### src/rtl/trig_eval_pkg.sv
package trig_eval_pkg;
    localparam int EDGE_SLOTS = 2;
    localparam int GRP_W      = 2 * EDGE_SLOTS;
    localparam int ROWS       = 1 << GRP_W;
    localparam int NUM_TERMS  = 1 + EDGE_SLOTS;
    localparam int TERM_VM    = 0;

    typedef enum logic {
        ST_LOAD  = 1'b0,
        ST_WATCH = 1'b1
    } arm_state_e;
endpackage

### src/rtl/trig_lut_store.sv
module trig_lut_store
    import trig_eval_pkg::*;
#(
    parameter int NUM_GRP = 4
) (
    input  logic                                 clk,
    input  logic                                 rst_n,
    input  logic                                 arm,
    input  logic                                 wr_en,
    input  logic [GRP_W-1:0]                     wr_row,
    input  logic [NUM_TERMS*NUM_GRP-1:0]         wr_lut_bits,
    input  logic                                 wr_glue_bit,
    output logic [NUM_TERMS*NUM_GRP*ROWS-1:0]    lut_flat,
    output logic [ROWS-1:0]                      glue_tab
);
    localparam int NUM_TAB = NUM_TERMS * NUM_GRP;

    logic [ROWS-1:0] tab_q [NUM_TAB];
    logic [ROWS-1:0] glue_q;
    logic            wr_ok;

    assign wr_ok = wr_en && !arm;

    always_ff @(posedge clk) begin
        if (!rst_n) begin
            for (int k = 0; k < NUM_TAB; k++) begin
                tab_q[k] <= '0;
            end
            glue_q <= '0;
        end else if (wr_ok) begin
            for (int k = 0; k < NUM_TAB; k++) begin
                tab_q[k][wr_row] <= wr_lut_bits[k];
            end
            glue_q[wr_row] <= wr_glue_bit;
        end
    end

    for (genvar k = 0; k < NUM_TAB; k++) begin : g_flat
        assign lut_flat[k*ROWS +: ROWS] = tab_q[k];
    end
    assign glue_tab = glue_q;

    // tables are frozen across any armed clock
    a_r8_locked_tables: assert property (@(posedge clk) disable iff (!rst_n)
        arm |=> ($stable(lut_flat) && $stable(glue_tab)));
endmodule

### src/rtl/trig_term_eval.sv
module trig_term_eval
    import trig_eval_pkg::*;
#(
    parameter int NUM_GRP = 4
) (
    input  logic [NUM_GRP*GRP_W-1:0] samp,
    input  logic [NUM_GRP*ROWS-1:0]  tabs,
    output logic                     term
);
    logic [NUM_GRP-1:0] grp_hit;

    for (genvar g = 0; g < NUM_GRP; g++) begin : g_grp
        logic [ROWS-1:0]  grp_tab;
        logic [GRP_W-1:0] grp_idx;
        assign grp_tab    = tabs[g*ROWS +: ROWS];
        assign grp_idx    = samp[g*GRP_W +: GRP_W];
        assign grp_hit[g] = grp_tab[grp_idx];
    end

    assign term = &grp_hit;
endmodule

### src/rtl/trig_glue.sv
module trig_glue
    import trig_eval_pkg::*;
(
    input  logic                  clk,
    input  logic                  rst_n,
    input  logic                  arm,
    input  logic [EDGE_SLOTS-1:0] slot_cur,
    input  logic [ROWS-1:0]       glue_tab,
    output logic                  glue_ok
);
    logic [EDGE_SLOTS-1:0] slot_prev_q;
    logic [GRP_W-1:0]      glue_idx;
    logic                  glue_empty;

    always_ff @(posedge clk) begin
        if (!rst_n) begin
            slot_prev_q <= '0;
        end else if (arm) begin
            slot_prev_q <= slot_cur;
        end
    end

    always_comb begin
        for (int n = 0; n < EDGE_SLOTS; n++) begin
            glue_idx[2*n]     = slot_prev_q[n];
            glue_idx[2*n + 1] = slot_cur[n];
        end
    end

    assign glue_empty = (glue_tab == '0);
    assign glue_ok    = glue_empty || glue_tab[glue_idx];
endmodule

### src/rtl/trig_lut_eval.sv
module trig_lut_eval
    import trig_eval_pkg::*;
#(
    parameter int NUM_GRP = 4
) (
    input  logic                         clk,
    input  logic                         rst_n,
    input  logic                         arm,
    input  logic                         wr_en,
    input  logic [GRP_W-1:0]             wr_row,
    input  logic [NUM_TERMS*NUM_GRP-1:0] wr_lut_bits,
    input  logic                         wr_glue_bit,
    input  logic [NUM_GRP*GRP_W-1:0]     samp_in,
    output logic                         trig_out
);
    localparam int TERM_BITS = NUM_GRP * ROWS;

    logic [NUM_TERMS*TERM_BITS-1:0] lut_flat;
    logic [ROWS-1:0]                glue_tab;
    logic [NUM_TERMS-1:0]           term_hit;
    logic                           glue_ok;
    arm_state_e                     state_q, state_d;
    logic                           trig_q;

    trig_lut_store #(.NUM_GRP(NUM_GRP)) u_store (
        .clk         (clk),
        .rst_n       (rst_n),
        .arm         (arm),
        .wr_en       (wr_en),
        .wr_row      (wr_row),
        .wr_lut_bits (wr_lut_bits),
        .wr_glue_bit (wr_glue_bit),
        .lut_flat    (lut_flat),
        .glue_tab    (glue_tab)
    );

    for (genvar t = 0; t < NUM_TERMS; t++) begin : g_term
        trig_term_eval #(.NUM_GRP(NUM_GRP)) u_term (
            .samp (samp_in),
            .tabs (lut_flat[t*TERM_BITS +: TERM_BITS]),
            .term (term_hit[t])
        );
    end

    trig_glue u_glue (
        .clk      (clk),
        .rst_n    (rst_n),
        .arm      (arm),
        .slot_cur (term_hit[NUM_TERMS-1:1]),
        .glue_tab (glue_tab),
        .glue_ok  (glue_ok)
    );

    always_ff @(posedge clk) begin
        if (!rst_n) begin
            state_q <= ST_LOAD;
        end else begin
            state_q <= state_d;
        end
    end

    always_comb begin
        state_d = state_q;
        unique case (state_q)
            ST_LOAD:  state_d = arm ? ST_WATCH : ST_LOAD;
            ST_WATCH: state_d = arm ? ST_WATCH : ST_LOAD;
        endcase
    end

    always_ff @(posedge clk) begin
        if (!rst_n) begin
            trig_q <= 1'b0;
        end else begin
            trig_q <= (state_q == ST_WATCH) && arm && term_hit[TERM_VM] && glue_ok;
        end
    end

    assign trig_out = trig_q;

    // a pulse needs the value/mask term on the sample before it
    a_r5_needs_value: assert property (@(posedge clk) disable iff (!rst_n)
        trig_out |-> $past(term_hit[TERM_VM]));

    // disarming silences the next cycle
    a_r9_disarm_quiet: assert property (@(posedge clk) disable iff (!rst_n)
        !arm |=> !trig_out);

    // the priming sample never fires
    a_r9_prime_silent: assert property (@(posedge clk) disable iff (!rst_n)
        $rose(arm) |=> !trig_out);
endmodule

### config.mk
export PLATFORM = sky130hd
export DESIGN_NAME = trig_lut_eval
export DESIGN_NICKNAME = d
export VERILOG_FILES = /design/src/rtl/trig_eval_pkg.sv /design/src/rtl/trig_lut_store.sv /design/src/rtl/trig_term_eval.sv /design/src/rtl/trig_glue.sv /design/src/rtl/trig_lut_eval.sv
export SDC_FILE = /design/constraint.sdc
export NUM_CORES = 1
export LEC_CHECK = 0
export ABC_AREA = 1
export BUFFER_PORTS_ARGS = -buffer_cell sky130_fd_sc_hd__buf_2
export CAP_MARGIN = 20
export CELL_PAD_IN_SITES_DETAIL_PLACEMENT = 0
export CELL_PAD_IN_SITES_GLOBAL_PLACEMENT = 1
export CORE_MARGIN = 5
export CORE_UTILIZATION = 53
export DETAILED_ROUTE_END_ITERATION = 10
export GPL_TIMING_DRIVEN = 0
export PLACE_DENSITY_LB_ADDON = 0.08
export SYNTH_ARGS = -nofsm -noshare
export SYNTH_HDL_FRONTEND = slang
export SYNTH_SLANG_ARGS = --single-unit
export TNS_END_PERCENT = 10
### constraint.sdc
create_clock -name clk -period 3.3 [get_ports clk]
set_clock_uncertainty 0.15 [all_clocks]
set_input_delay 0.66 -clock clk [delete_from_list [all_inputs] [get_ports clk]]
set_output_delay 0.66 -clock clk [all_outputs]
set_load 0.005 [all_outputs]
==> results.sh, run 1 <==
export IMPL_outcome="finished, final reports clean"
export IMPL_met1Wirelength_um=11700
export IMPL_dp_hpwl_um=16900
export IMPL_crit_required_ps=3140
export IMPL_wl_met2_um=12900
export IMPL_cts_buffers=23
export IMPL_nFillCells=1555
export IMPL_dieHeight_um=145
export IMPL_die_w_um=145
export IMPL_drtIter0Drc=826
export IMPL_final_util_pct=60.1
export IMPL_htree_levels=1
export IMPL_routed_wl_met3_um=2240
export IMPL_intPower_mw=4.67
export IMPL_tightest_slew_ps=1070
export IMPL_holdBufCountCts=0
export IMPL_final_setup_viol_count=0
export IMPL_io_buffers=32
export IMPL_clockRootBuffer="clkbuf_16"
export IMPL_drive_gt1_share_pct=11.7
export IMPL_clockBufferDepth=3
export IMPL_globalRouteTotalUtil_pct=27.0
export IMPL_hold_viol=0
export IMPL_clkPwrFrac_pct=40.2
export IMPL_postCtsSetupBuffers=0
export IMPL_r2r_slack_ps=1520
export IMPL_wl_per_cell_um=22.4
export IMPL_cts_tree="yes"
export IMPL_syn2layout_area_growth_pct=12.2
export IMPL_yosysSeqAreaShare_pct=64.3
export IMPL_route_detailed_drc=0
export IMPL_synth_distinct_cells=30
export IMPL_post_cts_resized=0
export IMPL_holdPathStages=2
export IMPL_ys_seq_elements=212
export IMPL_top_layer="met4"
export IMPL_rows=49
export IMPL_viasPerCell=5.89
export IMPL_r2r_end="trig_out"
export IMPL_vdd_drop_max_v=0.000439
export IMPL_gp_congestion=0.871
export IMPL_hold_ws_ps=252
export IMPL_synthCells=941
export IMPL_overflow=0
export IMPL_cp_start_kind="input pin"
export IMPL_combPwrFrac_pct=8.5
export IMPL_seqCellArea_sq_um=6170
export IMPL_path_clk_slew_ps=60
export IMPL_synth_area_per_cell_sq_um=10.2
export IMPL_holdCritPathClass="in -> reg"
export IMPL_p_seq_share_pct=51.3
export IMPL_rsz0062_at_grt="no"
export IMPL_final_nets=1036
export IMPL_drt_total_wl_um=27800
export IMPL_power_density_nw_per_um2=564
export IMPL_arrival_ps=3060
export IMPL_ys_warn_count=0
export IMPL_via_count=7305
export IMPL_grt_first_pass_wirelength_um=40800
export IMPL_finalPower_mw=6.07
export IMPL_fin_crit_ps=3220
export IMPL_grt_max_degree=17
export IMPL_hp_start="arm"
export IMPL_endpoint_kind="flop"
export IMPL_worst_setup_path_type="in -> reg"
export IMPL_ios=38
export IMPL_syn_num_nets=978
export IMPL_ant_nets=0
export IMPL_n_antenna_cell=0
export IMPL_maxSlewHeadroom_pct=28.9
export IMPL_fmax_mhz=311
export IMPL_p_switching_mw=1.41
export IMPL_syn_area_sq_um=9590
export IMPL_drv_cap=0
export IMPL_cts_sinks=212
export IMPL_multi_input_area_sq_um=2780
export IMPL_core_area_sq_um=17900
export IMPL_p_sw_share_pct=23.1
export IMPL_leakage_nw=4.15
export IMPL_grt_pass1_vias=6882
export IMPL_die_area_sq_um=20900
export IMPL_clock_latency_ps=510
export IMPL_reg2reg_from="u_store.tab_q[0][80]"
export IMPL_maxSlewViolCount=0
export IMPL_rr_worst_depth=15
export IMPL_path_max_fanout=12
export IMPL_fin_crit_sh_pct=97.5
export IMPL_antenna_found_initial=0
export IMPL_initial_utilization_pct=53.6
export IMPL_min_to="u_glue.slot_prev_q[1]"
export IMPL_drt_pre_antenna_iters=5
cell usage in the layout, fill, tap and decap left out, types with 3 or more instances in the layout:
master,instances
buf_12,5
buf_2,42
buf_6,10
buf_8,3
clkbuf_1,35
clkbuf_16,23
clkbuf_8,4
clkinv_1,3
dfxtp_1,20
edfxtp_1,192
inv_1,45
inv_2,3
inv_8,3
nand2_1,138
nand2_2,5
nand2_4,3
nand3_1,76
nand3_2,5
nand4_1,14
nor2_1,233
nor4_1,4
o211ai_1,3
o21ai_0,82
o22ai_1,41
cell families after synthesis:
family / share of synthesized area, %
AOI/OAI and AO/OA: 7.63
buffers and inverters: 6.82
DFF: 64.3
and+or+nand+nor: 21.3
worst max-delay path, cell delays in order:
cell      delay [ps]
clkbuf_1         180
clkbuf_1         260
nand3_1          240
clkbuf_1         800
nand2_1          890
metrics by stage:
stage               setup TNS (ps)  worst slack (ps)  instance area [sq um]  std cells
CTS                              0               152                  10800       1241
global placement            -24670              -985                  10000       1202
floorplan                        0               802                   9590        941
finish                           0              81.7                  10800       1241
global route                     0              24.5                  10800       1241
detailed placement          -12800              -362                  10100       1203
per-layer routing:
layer / vias to the layer above / track usage (%)
li1: 3354 / -
met5: - / 0
met2: 391 / 43.5
met3: 57 / 3.84
met1: 3503 / 38.5
met4: 0 / 8.35
power by group through the flow:
stage                     logic [mW]  clock network, mW  registers, mW
after floorplan                0.331                  0           3.15
after detailed placement       0.510                  0           3.17
final                          0.517               2.44           3.11
after CTS                      0.512               2.44           3.12
after global routing           0.560               2.55           3.13
after global placement         0.507                  0           3.17
flip-flops by register name, indices dropped and copies added (netlist names):
name	count
u_store.tab_q	192
state_q	1
u_glue.slot_prev_q	2
trig_out	1
u_store.glue_tab	16
cell type report:
type                            count  share of cell area (%)
Clock buffer                       32                    6.06
Inverter                           52                    2.07
Timing Repair Buffer               33                    1.63
Multi-Input combinational cell    615                    25.8
Clock inverter                      6                   0.477
Tap cell                          229                    2.66
Buffer                             62                    4.01
Sequential cell                   212                    57.3
Yosys cell counts:
| cell type | count | area share [%] |
|---|---|---|
| nand4_1 | 14 | 0.91 |
| nor2_2 | 2 | 0.13 |
| o211ai_1 | 3 | 0.23 |
| clkbuf_1 | 32 | 1.3 |
| o221ai_1 | 2 | 0.18 |
| nor2_1 | 233 | 9.1 |
| o22ai_1 | 41 | 2.7 |
| o21ai_1 | 2 | 0.10 |
| nor4_1 | 4 | 0.26 |
| a21oi_1 | 2 | 0.10 |
| buf_1 | 1 | 0.039 |
| buf_6 | 10 | 1.2 |
| buf_4 | 2 | 0.16 |
| edfxtp_1 | 192 | 60 |
| inv_8 | 3 | 0.35 |
| buf_12 | 5 | 1.0 |
| nor2_8 | 1 | 0.21 |
| buf_2 | 10 | 0.52 |
| or2_1 | 1 | 0.065 |
| dfxtp_1 | 20 | 4.2 |
| nand3_1 | 76 | 4.0 |
| nand2_4 | 3 | 0.35 |
| nand2_1 | 138 | 5.4 |
| inv_6 | 1 | 0.091 |
| o21ai_0 | 83 | 4.3 |
| nand3_2 | 5 | 0.52 |
| buf_8 | 2 | 0.31 |
| inv_2 | 3 | 0.12 |
| nand2_2 | 5 | 0.33 |
| inv_1 | 45 | 1.8 |
worst max-delay path by stage:
stage                     startpoint                    end  slack (ps)  cells after the start
final                          rst_n   u_store.tab_q[0][83]          80                      5
after global routing           rst_n  u_store.tab_q[0][179]          20                      5
after CTS                      rst_n   u_store.tab_q[0][83]         150                      5
after detailed placement       rst_n   u_store.tab_q[0][51]        -360                      5
after global placement           arm  u_store.tab_q[0][155]        -980                      6
after floorplan                  arm  u_store.tab_q[0][107]         800                      5
No activity file was read; power rests on OpenSTA's default activity.
==> inputs of run 2 (changes only) <==
- CORE_MARGIN: 5 -> not set
==> run 2 against run 1 <==
Against the previous run: fmax is 4.9% higher; first-iteration DRC count decreased by 5.6%; via count is 1.5% lower; wire length decreased by 2.4%; die area fell by 11%; critical endpoint is now u_store.tab_q[0][25]; highest routed layer unchanged.
==> results.sh, run 2 (synthesis results as in run 1) <==
export IMPL_htree_levels=1
export IMPL_die_area_sq_um=18600
export IMPL_fmax_mhz=326
export IMPL_final_common_cell="nor2_1"
export IMPL_tightest_slew_ps=1120
export IMPL_reg2reg_from="u_store.tab_q[0][87]"
export IMPL_io_buffers=32
export IMPL_hold_ws_ps=243
export IMPL_path_clk_slew_ps=60
export IMPL_crit_required_ps=3190
export IMPL_cp_start_kind="input pin"
export IMPL_drtIter0Drc=780
export IMPL_outcome="finished, final reports clean"
export IMPL_n_antenna_cell=0
export IMPL_clock_latency_ps=520
export IMPL_cts_tree="yes"
export IMPL_r2r_slack_ps=1510
export IMPL_initial_utilization_pct=54.9
export IMPL_grt_max_degree=17
export IMPL_drive_gt1_share_pct=11.5
export IMPL_critPathMaxStageDelay_ps=810
export IMPL_post_cts_resized=0
export IMPL_largest_register_ff_count=192
export IMPL_antenna_found_initial=0
export IMPL_holdBufCountCts=0
export IMPL_die_w_um=137
export IMPL_core_area_sq_um=17500
export IMPL_worst_setup_path_type="in -> reg"
export IMPL_ant_nets=0
export IMPL_vdd_drop_max_v=0.000416
export IMPL_endpoint="u_store.tab_q[0][25]"
export IMPL_slowest_stage="nand2_1"
export IMPL_dieHeight_um=137
export IMPL_grt_pass1_vias=6643
export IMPL_leakage_nw=4.17
export IMPL_holdCritPathClass="in -> reg"
export IMPL_dp_cells=1199
export IMPL_largest_register="u_store.tab_q"
export IMPL_via_count=7197
export IMPL_rr_worst_depth=15
export IMPL_gp_congestion=0.859
export IMPL_clockBufferDepth=3
export IMPL_final_cells=1239
export IMPL_arrival_ps=2950
export IMPL_rows=48
export IMPL_dp_hpwl_um=16600
export IMPL_rsz0062_at_grt="no"
export IMPL_drv_cap=0
export IMPL_finalPower_mw=6.26
export IMPL_cts_sinks=212
export IMPL_maxSlewViolCount=0
export IMPL_fin_crit_ps=3070
export IMPL_worstPathCellList="buf_2 -> inv_1 -> nand2_1 -> inv_1 -> buf_2 -> nand4_1 -> clkbuf_1 -> nand2_1"
export IMPL_layout_common_cells="233 x nor2_1, 192 x edfxtp_1, 138 x nand2_1, 82 x o21ai_0, 76 x nand3_1"
export IMPL_viasPerCell=5.81
export IMPL_startpoint="arm"
export IMPL_final_nets=1036
export IMPL_postCtsSetupBuffers=0
export IMPL_power_density_nw_per_um2=579
export IMPL_drt_pre_antenna_iters=5
export IMPL_wl_per_cell_um=21.9
export IMPL_path_max_fanout=12
export IMPL_place_area_sq_um=10100
export IMPL_syn2layout_area_growth_pct=12.7
export IMPL_cts_buffers=23
export IMPL_r2r_end="trig_out"
export IMPL_final_setup_viol_count=0
export IMPL_ios=38
export IMPL_overflow=0
export IMPL_design_area_sq_um=10800
export IMPL_drt_total_wl_um=27100
export IMPL_route_detailed_drc=0
export IMPL_hold_viol=0
export IMPL_endpoint_kind="flop"
export IMPL_maxSlewHeadroom_pct=25.4
export IMPL_clockRootBuffer="clkbuf_16"
export IMPL_grt_first_pass_wirelength_um=39300
export IMPL_globalRouteTotalUtil_pct=30.0
export IMPL_final_util_pct=61.8
export IMPL_fin_crit_sh_pct=92.9
==> run 2: changes by cell type in the layout (fill, tap and decap cells not counted) <==
cell,before,now
clkinv_1,3,5
clkbuf_8,4,0
bufinv_16,1,4
clkbuf_2,2,0
inv_6,1,2
clkinv_2,2,3
clkbuf_1,35,36
==> run 2: layout make-up <==
cell class	count	area, sq um
plain buffers	62	432
multi-input cells	615	2780
inverters	52	223
clock buffers	27	591
fillers	1475	6670
well taps	225	282
repair buffers	33	175
clock inverters	13	163
flip-flops and latches	212	6170
==> run 2: worst max-delay path: cells and delay by family <==
family | cells | cell delay, ps
buffers and inverters | 5 | 1180
AND/OR/NAND/NOR | 3 | 1090
==> run 2: layer usage <==
metal | vias up | global-route usage [%] | wire, um
li1 | 3350 | - | -
met3 | 56 | 3.93 | 2190
met5 | - | 0 | 0
met2 | 344 | 47.9 | 12700
met4 | 0 | 10.0 | 737
met1 | 3447 | 42.6 | 11500
==> run 2: how the worst min path moves through the flow <==
stage,startpoint,to,cells after the start
after floorplan,u_store.glue_tab[11],u_store.glue_tab[11],2
after detailed placement,u_store.glue_tab[4],u_store.glue_tab[4],2
after global placement,u_store.glue_tab[14],u_store.glue_tab[14],2
final,arm,u_glue.slot_prev_q[1],2
after global routing,arm,u_glue.slot_prev_q[0],2
after CTS,arm,u_glue.slot_prev_q[1],2
==> run 2: through the flow <==
stage / setup TNS (ps) / setup slack [ps]
floorplan: 0 / 802
global placement: -17450 / -755
detailed placement: -7610 / -271
CTS: 0 / 254
global route: 0 / 157
finish: 0 / 233
==> run 2: power breakdown <==
group | internal, mW | switching, mW
clock network | 1.58 | 1.05
logic | 0.152 | 0.362
registers | 3.07 | 0.0395
total | 4.81 | 1.45
==> inputs of run 3 (changes only) <==
- BUFFER_PORTS_ARGS: -buffer_cell sky130_fd_sc_hd__buf_2 -> -buffer_cell sky130_fd_sc_hd__clkbuf_2
==> run 3 against run 2 <==
Against the previous run: cell count hardly changed; power is 2.0% higher; global-route usage is 0.27 points higher; core utilization is 0.25 points higher; hold slack better by 9.0 ps; wire length is 0.69% higher; non-clock buffer count stayed put; register-to-register slack hardly changed; largest power group unchanged; highest routed layer unchanged.
==> results.sh, run 3 (synthesis results as in run 1) <==
export IMPL_cts_sinks=212
export IMPL_initial_utilization_pct=54.9
export IMPL_drt_pre_antenna_iters=5
export IMPL_largest_register="u_store.tab_q"
export IMPL_antenna_found_initial=0
export IMPL_crit_required_ps=3170
export IMPL_ios=38
export IMPL_die_w_um=137
export IMPL_hp_start="arm"
export IMPL_via_count=7122
export IMPL_final_setup_viol_count=0
export IMPL_viasPerCell=5.75
export IMPL_ant_nets=0
export IMPL_cts_buffers=22
export IMPL_hold_viol=0
export IMPL_rows=48
export IMPL_holdCritPathClass="in -> reg"
export IMPL_tightest_slew_ps=1110
export IMPL_dp_hpwl_um=16800
export IMPL_arrival_ps=3000
export IMPL_htree_levels=1
export IMPL_fin_crit_sh_pct=95.1
export IMPL_dieHeight_um=137
export IMPL_layout_common_cells="233 x nor2_1, 192 x edfxtp_1, 138 x nand2_1, 82 x o21ai_0, 76 x nand3_1"
export IMPL_fmax_mhz=319
export IMPL_design_area_sq_um=10800
export IMPL_holdBufCountCts=0
export IMPL_grt_pass1_vias=6581
export IMPL_io_buffers=32
export IMPL_largest_register_ff_count=192
export IMPL_overflow=0
export IMPL_worst_setup_path_type="in -> reg"
export IMPL_place_area_sq_um=10100
export IMPL_clock_latency_ps=510
export IMPL_gp_congestion=0.865
export IMPL_grt_max_degree=17
export IMPL_fin_crit_ps=3140
export IMPL_globalRouteTotalUtil_pct=30.3
export IMPL_core_area_sq_um=17500
export IMPL_path_clk_slew_ps=60
export IMPL_reg2reg_from="u_store.tab_q[0][89]"
export IMPL_nFillCells=1494
export IMPL_syn2layout_area_growth_pct=13.1
export IMPL_die_area_sq_um=18600
export IMPL_vdd_drop_max_v=0.000602
export IMPL_postCtsSetupBuffers=0
export IMPL_clockBufferDepth=3
export IMPL_power_density_nw_per_um2=588
export IMPL_drv_cap=0
export IMPL_clockRootBuffer="clkbuf_16"
export IMPL_outcome="finished, final reports clean"
export IMPL_cts_tree="yes"
export IMPL_maxSlewHeadroom_pct=26.1
export IMPL_post_cts_resized=0
export IMPL_maxSlewViolCount=0
export IMPL_pre_cts_slack_ps=-367
export IMPL_drive_gt1_share_pct=11.6
export IMPL_startpoint="rst_n"
export IMPL_fin_ws_ps=163
export IMPL_endpoint_kind="flop"
export IMPL_final_common_cell="nor2_1"
export IMPL_cp_start_kind="input pin"
export IMPL_leakage_nw=4.20
export IMPL_wl_per_cell_um=22.1
export IMPL_drt_total_wl_um=27300
export IMPL_route_detailed_drc=0
export IMPL_path_max_fanout=12
export IMPL_grt_first_pass_wirelength_um=39600
export IMPL_drtIter0Drc=762
export IMPL_rsz0062_at_grt="no"
export IMPL_final_nets=1035
export IMPL_n_antenna_cell=0
[run 3: cell types whose count changed in the layout (fill, tap and decap cells not counted)]
cell,previous run,this run
bufinv_16,4,6
clkbuf_2,0,32
clkbuf_1,36,34
buf_2,42,10
inv_6,2,1
[run 3: path summary, 6_finish.rpt]
kind / endpoint / slack (ps) / depth (start not counted)
min: u_glue.slot_prev_q[0] / 250 / 2
max reg2reg: trig_out / 1520 / 15
max: u_store.tab_q[0][111] / 160 / 5
min reg2reg: u_store.glue_tab[4] / 340 / 2
[run 3: routing by layer]
| layer | vias to the layer above | track usage, % | routed length [um] | part of all wire (%) |
|---|---|---|---|---|
| met5 | - | 0 | 0 | 0 |
| met4 | 0 | 9.88 | 823 | 3.0 |
| met3 | 55 | 4.67 | 2110 | 7.7 |
| met2 | 318 | 48.8 | 12900 | 47 |
| met1 | 3396 | 42.2 | 11500 | 42 |
| li1 | 3353 | - | - | - |
[run 3: cell type report]
cell class	count	area (sq um)	area share, %
repair buffers	33	175	1.61
clock buffers	25	583	5.37
well taps	225	282	2.59
plain buffers	62	432	3.98
clock inverters	14	214	1.97
flip-flops and latches	212	6170	56.8
inverters	52	223	2.05
multi-input cells	615	2780	25.6
[run 3: metrics by stage]
step	TNS, ps	util (%)	hold slack, ps	cells	power, mW
after floorplan	0	-	304	941	3.49
after global placement	-18980	57.4	324	1198	3.67
after detailed placement	-8470	57.5	328	1199	3.68
after CTS	0	62.1	240	1238	6.38
after global routing	0	62.1	256	1238	6.53
final	0	62.1	252	1238	6.38
[run 3: critical path: stages]
cell and delay [ps]:
clkbuf_1 200, clkbuf_1 260, nand3_1 260, clkbuf_1 750, nand2_1 850
[run 3: report_power, final]
group | internal [mW] | total [mW] | switching (mW)
Sequential | 3.07 | 3.11 | 0.0396
Clock | 1.73 | 2.75 | 1.02
Combinational | 0.152 | 0.516 | 0.364
